[config.mk]
export PLATFORM = sky130hd
export DESIGN_NAME = uart_mv_rx
export DESIGN_NICKNAME = d
export VERILOG_FILES = /design/src/rtl/uart_mv_pkg.sv /design/src/rtl/uart_mv_sync.sv /design/src/rtl/uart_mv_vote.sv /design/src/rtl/uart_mv_frame.sv /design/src/rtl/uart_mv_rx.sv
export SDC_FILE = /design/constraint.sdc
export NUM_CORES = 1
export LEC_CHECK = 0
export BUFFER_PORTS_ARGS = -buffer_cell sky130_fd_sc_hd__buf_2
export CAP_MARGIN = 20
export CORE_MARGIN = 1
export CORE_UTILIZATION = 25
export CTS_CLUSTER_SIZE = 12
export DETAILED_ROUTE_END_ITERATION = 7
export GPL_TIMING_DRIVEN = 1
export PLACE_DENSITY = 0.51
export SLEW_MARGIN = 0
export SYNTH_ARGS = -nofsm -noshare
export SYNTH_HDL_FRONTEND = slang
export SYNTH_SLANG_ARGS = --single-unit
[constraint.sdc]
create_clock -name clk -period 2.6 [get_ports clk]
set_input_delay 0.26 -clock clk [delete_from_list [all_inputs] [get_ports clk]]
set_output_delay 0.26 -clock clk [all_outputs]
set_load 0.01 [all_outputs]
[src/rtl/uart_mv_pkg.sv]
package uart_mv_pkg;
  typedef enum logic [1:0] {
    ST_IDLE  = 2'd0,
    ST_START = 2'd1,
    ST_DATA  = 2'd2,
    ST_STOP  = 2'd3
  } rx_state_t;
endpackage

[src/rtl/uart_mv_sync.sv]
module uart_mv_sync #(
  parameter int STAGES = 2
) (
  input  logic clk,
  input  logic rst,
  input  logic din,
  output logic dout
);
  logic [STAGES-1:0] chain;

  for (genvar i = 0; i < STAGES; i++) begin : g_stage
    if (i == 0) begin : g_first
      always_ff @(posedge clk) begin
        if (rst) chain[0] <= 1'b1;
        else     chain[0] <= din;
      end
    end else begin : g_next
      always_ff @(posedge clk) begin
        if (rst) chain[i] <= 1'b1;
        else     chain[i] <= chain[i-1];
      end
    end
  end

  assign dout = chain[STAGES-1];
endmodule

[src/rtl/uart_mv_vote.sv]
module uart_mv_vote (
  input  logic [2:0] samples,
  output logic       value,
  output logic       disagree
);
  always_comb begin
    value    = (samples[0] & samples[1]) | (samples[0] & samples[2]) | (samples[1] & samples[2]);
    disagree = (samples != 3'b000) && (samples != 3'b111);
  end
endmodule

[src/rtl/uart_mv_frame.sv]
module uart_mv_frame
  import uart_mv_pkg::*;
#(
  parameter int OVERSAMPLE = 16,
  parameter int DATA_W     = 8
) (
  input  logic            clk,
  input  logic            rst,
  input  logic            en,
  input  logic            tick,
  input  logic            line,
  input  logic            nine,
  output logic            done,
  output logic [DATA_W:0] word,
  output logic            noise,
  output logic            ferr,
  output logic            brk
);
  localparam int CW  = $clog2(OVERSAMPLE);
  localparam int BW  = $clog2(DATA_W + 1);
  localparam int MID = OVERSAMPLE / 2;
  localparam logic [CW-1:0] SA_CNT   = CW'(MID - 2);
  localparam logic [CW-1:0] SB_CNT   = CW'(MID - 1);
  localparam logic [CW-1:0] VOTE_CNT = CW'(MID);
  localparam logic [CW-1:0] LAST_CNT = CW'(OVERSAMPLE - 1);

  rx_state_t       state;
  logic [CW-1:0]   cnt;
  logic [BW-1:0]   bidx;
  logic [BW-1:0]   last_idx;
  logic            armed;
  logic            s_a, s_b;
  logic            noise_acc;
  logic [DATA_W:0] shreg;
  logic            vbit, vdis;

  uart_mv_vote u_vote (
    .samples  ({s_a, s_b, line}),
    .value    (vbit),
    .disagree (vdis)
  );

  assign last_idx = nine ? BW'(DATA_W) : BW'(DATA_W - 1);
  assign word     = shreg;

  always_ff @(posedge clk) begin
    done <= 1'b0;
    if (rst || !en) begin
      state     <= ST_IDLE;
      armed     <= 1'b0;
      cnt       <= '0;
      bidx      <= '0;
      s_a       <= 1'b1;
      s_b       <= 1'b1;
      noise_acc <= 1'b0;
      if (rst) begin
        shreg <= '0;
        noise <= 1'b0;
        ferr  <= 1'b0;
        brk   <= 1'b0;
      end
    end else if (tick) begin
      if (state == ST_IDLE) begin
        if (line) begin
          armed <= 1'b1;
        end else if (armed) begin
          state     <= ST_START;
          cnt       <= CW'(1);
          bidx      <= '0;
          shreg     <= '0;
          noise_acc <= 1'b0;
        end
      end else begin
        cnt <= (cnt == LAST_CNT) ? '0 : cnt + CW'(1);
        if (cnt == SA_CNT) s_a <= line;
        if (cnt == SB_CNT) s_b <= line;
        if (cnt == VOTE_CNT) begin
          case (state)
            ST_START: begin
              if (vbit) state <= ST_IDLE;
              else      noise_acc <= vdis;
            end
            ST_DATA: begin
              shreg[bidx] <= vbit;
              noise_acc   <= noise_acc | vdis;
            end
            ST_STOP: begin
              done  <= 1'b1;
              noise <= noise_acc | vdis;
              ferr  <= ~vbit;
              brk   <= ~vbit && (shreg == '0);
              armed <= vbit;
              state <= ST_IDLE;
            end
            default: ;
          endcase
        end
        if (cnt == LAST_CNT) begin
          case (state)
            ST_START: state <= ST_DATA;
            ST_DATA: begin
              if (bidx == last_idx) state <= ST_STOP;
              else                  bidx  <= bidx + BW'(1);
            end
            default: ;
          endcase
        end
      end
    end
  end
endmodule

[src/rtl/uart_mv_rx.sv]
module uart_mv_rx #(
  parameter int OVERSAMPLE  = 16,
  parameter int DATA_W      = 8,
  parameter int SYNC_STAGES = 2
) (
  input  logic              clk,
  input  logic              rst,
  input  logic              rx_line,
  input  logic              nine_bit_mode,
  input  logic              rx_enable,
  input  logic              tick16,
  input  logic              rd_strobe,
  output logic [DATA_W-1:0] rx_data,
  output logic              rx_bit8,
  output logic              data_ready,
  output logic              noise_err,
  output logic              frame_err,
  output logic              overrun_err,
  output logic              break_det
);
  logic            line_s;
  logic            frame_done;
  logic [DATA_W:0] frame_word;
  logic            frame_noise, frame_ferr, frame_brk;
  logic [DATA_W:0] hold_q;
  logic            still_held;

  uart_mv_sync #(.STAGES(SYNC_STAGES)) u_sync (
    .clk  (clk),
    .rst  (rst),
    .din  (rx_line),
    .dout (line_s)
  );

  uart_mv_frame #(.OVERSAMPLE(OVERSAMPLE), .DATA_W(DATA_W)) u_frame (
    .clk   (clk),
    .rst   (rst),
    .en    (rx_enable),
    .tick  (tick16),
    .line  (line_s),
    .nine  (nine_bit_mode),
    .done  (frame_done),
    .word  (frame_word),
    .noise (frame_noise),
    .ferr  (frame_ferr),
    .brk   (frame_brk)
  );

  assign still_held = data_ready & ~rd_strobe;

  always_ff @(posedge clk) begin
    if (rst) begin
      hold_q      <= '0;
      data_ready  <= 1'b0;
      noise_err   <= 1'b0;
      frame_err   <= 1'b0;
      overrun_err <= 1'b0;
      break_det   <= 1'b0;
    end else begin
      if (rd_strobe) begin
        data_ready  <= 1'b0;
        noise_err   <= 1'b0;
        frame_err   <= 1'b0;
        overrun_err <= 1'b0;
        break_det   <= 1'b0;
      end
      if (frame_done) begin
        if (still_held) begin
          overrun_err <= 1'b1;
        end else begin
          hold_q     <= frame_word;
          data_ready <= 1'b1;
          noise_err  <= frame_noise;
          frame_err  <= frame_ferr;
          break_det  <= frame_brk;
        end
      end
    end
  end

  assign rx_data = hold_q[DATA_W-1:0];
  assign rx_bit8 = hold_q[DATA_W];
endmodule

==> flow_summary_export.csv <==
group,metric,value,unit
pwr,power.total,1.19,mW
layout,finalNonFillerCells,378,
place,gp_congestion,0.820,
synth,synthMuxAreaShare,1.84,%
critical_path,critPathTopFamily,"simple AND/OR/NAND/NOR gates",
synth,netlist_area,0.00217,mm^2
critical_path,critPathMaxFanout,12,
critical_path,r2r-start,"u_frame.state[0]",
global_routing,grt_pass1_vias,1557,
sta,max_freq,546,MHz
synth,ys_async_sr_fraction,0,%
critical_path,max_stage_delay,0.39,ns
route,antenna_left,0,
sta,finalCritPeriodShare,70.5,%
layout,nets,291,
synth,synth_warnings,0,
place,dpl.cell_count,370,
synth,synth_common_cells,"nand2_1, a21oi_1, dfxtp_1",
floorplan,fp.dieW,95.2,um
critical_path,crit_slowest_cell,"dfxtp_1",
synth,synth_cells,251,
place,post-place-ws,0.784,ns
synth,synth-seq-cells,43,
synth,synthAdderAreaFrac,7.37,%
sta,fin_crit,1.83,ns
run_status,status,"completed",
clock_network,clkTransAtPathRegs,0.09,ns
route,wl_met1,2190,um
critical_path,crit_cells,7,
synth,synth_compound_area_share,14.5,%
floorplan,rows,33,
route,highest_layer,"met4",
synth,yosysMostFrequentCell,"nand2_1",
clock_network,htree_levels,2,
clock_network,cts.sinks,43,
critical_path,worstRegToRegCells,7,
synth,synth_top_area_share,28.6,%
global_routing,grt_pass1_wl,7420,um
route,drc,0,
sta,worst_pin_slew,0.475,ns
critical_path,arrival,2.02,ns
global_routing,gr-total-overflow,0,
route,drt_wl_total,4390,um
critical_path,worstPathRequired,2.79,ns
critical_path,cp_num_buf_inv,1,
pwr,powerDensity,481,mW/mm^2
route,drtIter0Drc,66,
clock_network,cts_resized,0,
synth,synth_nets,270,
critical_path,crit_type,"flop to flop",
floorplan,ioPinCount,21,
route,wl_per_cell,11.6,um
global_routing,antenna_found_initial,0,
synth,synth.largest_area_cell,"dfxtp_1",
floorplan,die_h,95.2,um
clock_network,cts_tree,"done",
critical_path,cp-start-kind,"flop",
place,port_buffers,20,
synth,synth_cell_type_count,42,
clock_network,root_buffer,"clkbuf_8",
synth,synth_edf_count,12,
pwr,peakVddDrop,0.217,mV
sta,setup_ws,0.767,ns
floorplan,die-area,0.00907,mm^2
sta,setup_tns,0,ns
route,wl_met3,160,um
clock_network,cts_buffer_depth,2,
critical_path,worstPathCellList,"inv_1, ha_1, nand2b_1, nor3b_1, nand2_1, mux2i_1, nand2_1",
synth,synth-main-ff-cell,"dfxtp_1",
sta,skew,0.00619,ns
route,route.met2.wl,1970,um
pwr,leakage,0.906,nW
global_routing,track_usage,10.5,%
sta,hold_viol_final,0,
floorplan,start_util,26.2,%
critical_path,startpoint,"u_frame.state[0]",
route,dr_total_vias,1680,
synth,synth_xor_area_share,0.806,%
route,drtPass1Iterations,4,
clock_network,cts_hold_buf,0,
synth,yosys.area_share.simple,26.4,%
sta,timing.slew.headroom,68.3,%
critical_path,crit_top_cell,"nand2_1",
synth,syn_avg_cell_area,8.66,um^2
layout,area_growth,13.9,%
place,hpwl,3230,um
sta,rsz0062_at_grt,"false",
synth,ys_top_cells_by_area,"dfxtp_1, edfxtp_1, nand2_1, a21oi_1, ha_1",
sta,slew_viol_final,0,
synth,synth_top_family_by_area,"simple AND/OR/NAND/NOR gates",
clock_network,post_cts_buffers,0,
worst_hold_path,hold_path_class,"input port to flop",
synth,yosysSeqAreaShare,45.1,%
route,via_per_inst,4.44,
sta,finalSetupViolCount,0,
global_routing,grt_max_degree,21,
layout,drive_gt1_share,15.8,%
clock_network,insertion_delay,0.30,ns
clock_network,numCtsBuffers,5,
layout,n_antenna_cell,0,
floorplan,core,0.00830,mm^2
worst_hold_path,worstHoldPathCells,2,
worst_hold_path,hp-start,"rx_line",
flow_run,drv_cap,0,
layout,num-fill-cells,911,
critical_path,end_kind,"flop",
sta,holdWs,0.143,ns
-- cell families (layout without fill, tap and decap cells) --
| kind of cell | after synthesis | after routing |
|---|---|---|
| flops | 43 | 43 |
| compound gates | 51 | 51 |
| fa+ha+maj | 13 | 13 |
| simple gates | 118 | 118 |
| buf+inv | 20 | 42 |
| xor+xnor | 2 | 2 |
| mux | 4 | 4 |
-- routing by layer --
metal	vias to the layer above	global-route usage, %
li1	903	-
met1	743	14.1
met2	27	16.1
met3	7	2.71
met4	0	3.91
met5	-	0
-- path summary, 6_finish.rpt --
check / endpoint / slack [ns]
setup reg to reg: u_frame.s_a / 0.77
setup / recovery: u_frame.s_a / 0.77
hold / removal: u_sync.chain[0] / 0.14
hold reg to reg: u_sync.dout / 0.42
-- layout by cell type (no fill, tap or decap), types with 2 or more instances in the layout --
| master | synthesis | routed |
|---|---|---|
| a21oi_1 | 31 | 31 |
| a31oi_1 | 2 | 2 |
| and3_1 | 3 | 3 |
| buf_2 | 3 | 20 |
| buf_4 | 0 | 3 |
| clkbuf_8 | 0 | 5 |
| clkinvlp_4 | 0 | 2 |
| dfxtp_1 | 31 | 31 |
| edfxtp_1 | 12 | 12 |
| ha_1 | 12 | 12 |
| inv_1 | 11 | 11 |
| mux2i_1 | 4 | 4 |
| nand2_1 | 52 | 52 |
| nand2b_1 | 4 | 4 |
| nand3_1 | 14 | 14 |
| nand3b_1 | 6 | 6 |
| nor2_1 | 20 | 20 |
| nor3_1 | 4 | 4 |
| o21ai_0 | 8 | 8 |
| o31ai_1 | 3 | 3 |
| or2_2 | 2 | 2 |
| xor2_1 | 2 | 2 |
-- final cells by class --
class	count	area (um^2)	share of cell area (%)
Clock inverter	3	23.8	0.961
Multi-Input combinational cell	188	1110	44.7
Timing Repair Buffer	23	123	4.95
Tap cell	105	131	5.31
Clock buffer	5	68.8	2.78
Inverter	11	41.3	1.67
Sequential cell	43	981	39.6
-- flip-flops by register name (all words and copies together), names as in the netlist, 2 cells and up --
| name | count |
|---|---|
| u_frame.cnt | 4 |
| u_frame.state | 2 |
| u_frame.bidx | 4 |
| u_frame.word | 9 |
| hold_q | 9 |
-- worst reg2reg max path, delay by kind of cell, from the launching register on --
family                   cells  cell delay [ns]
multiplexers                 1             0.16
buffers and inverters        1             0.10
flip-flops                   1             0.39
AND/OR/NAND/NOR              4             0.72
adder cells (fa/ha/maj)      1             0.35
-- power by group --
part           leakage (nW)  switching (mW)  internal [mW]
logic                 0.491          0.0247         0.0141
clock network        0.0408           0.256          0.192
registers             0.374         0.00677          0.696
-- stage by stage --
step	utilization [%]	area, um^2
2_1_floorplan	-	2170
3_3_place_gp	28.7	2380
3_5_place_dp	28.7	2380
4_1_cts	29.8	2470
5_1_grt	29.8	2470
6_report	29.8	2470
Power figures use the tool's default switching activity.
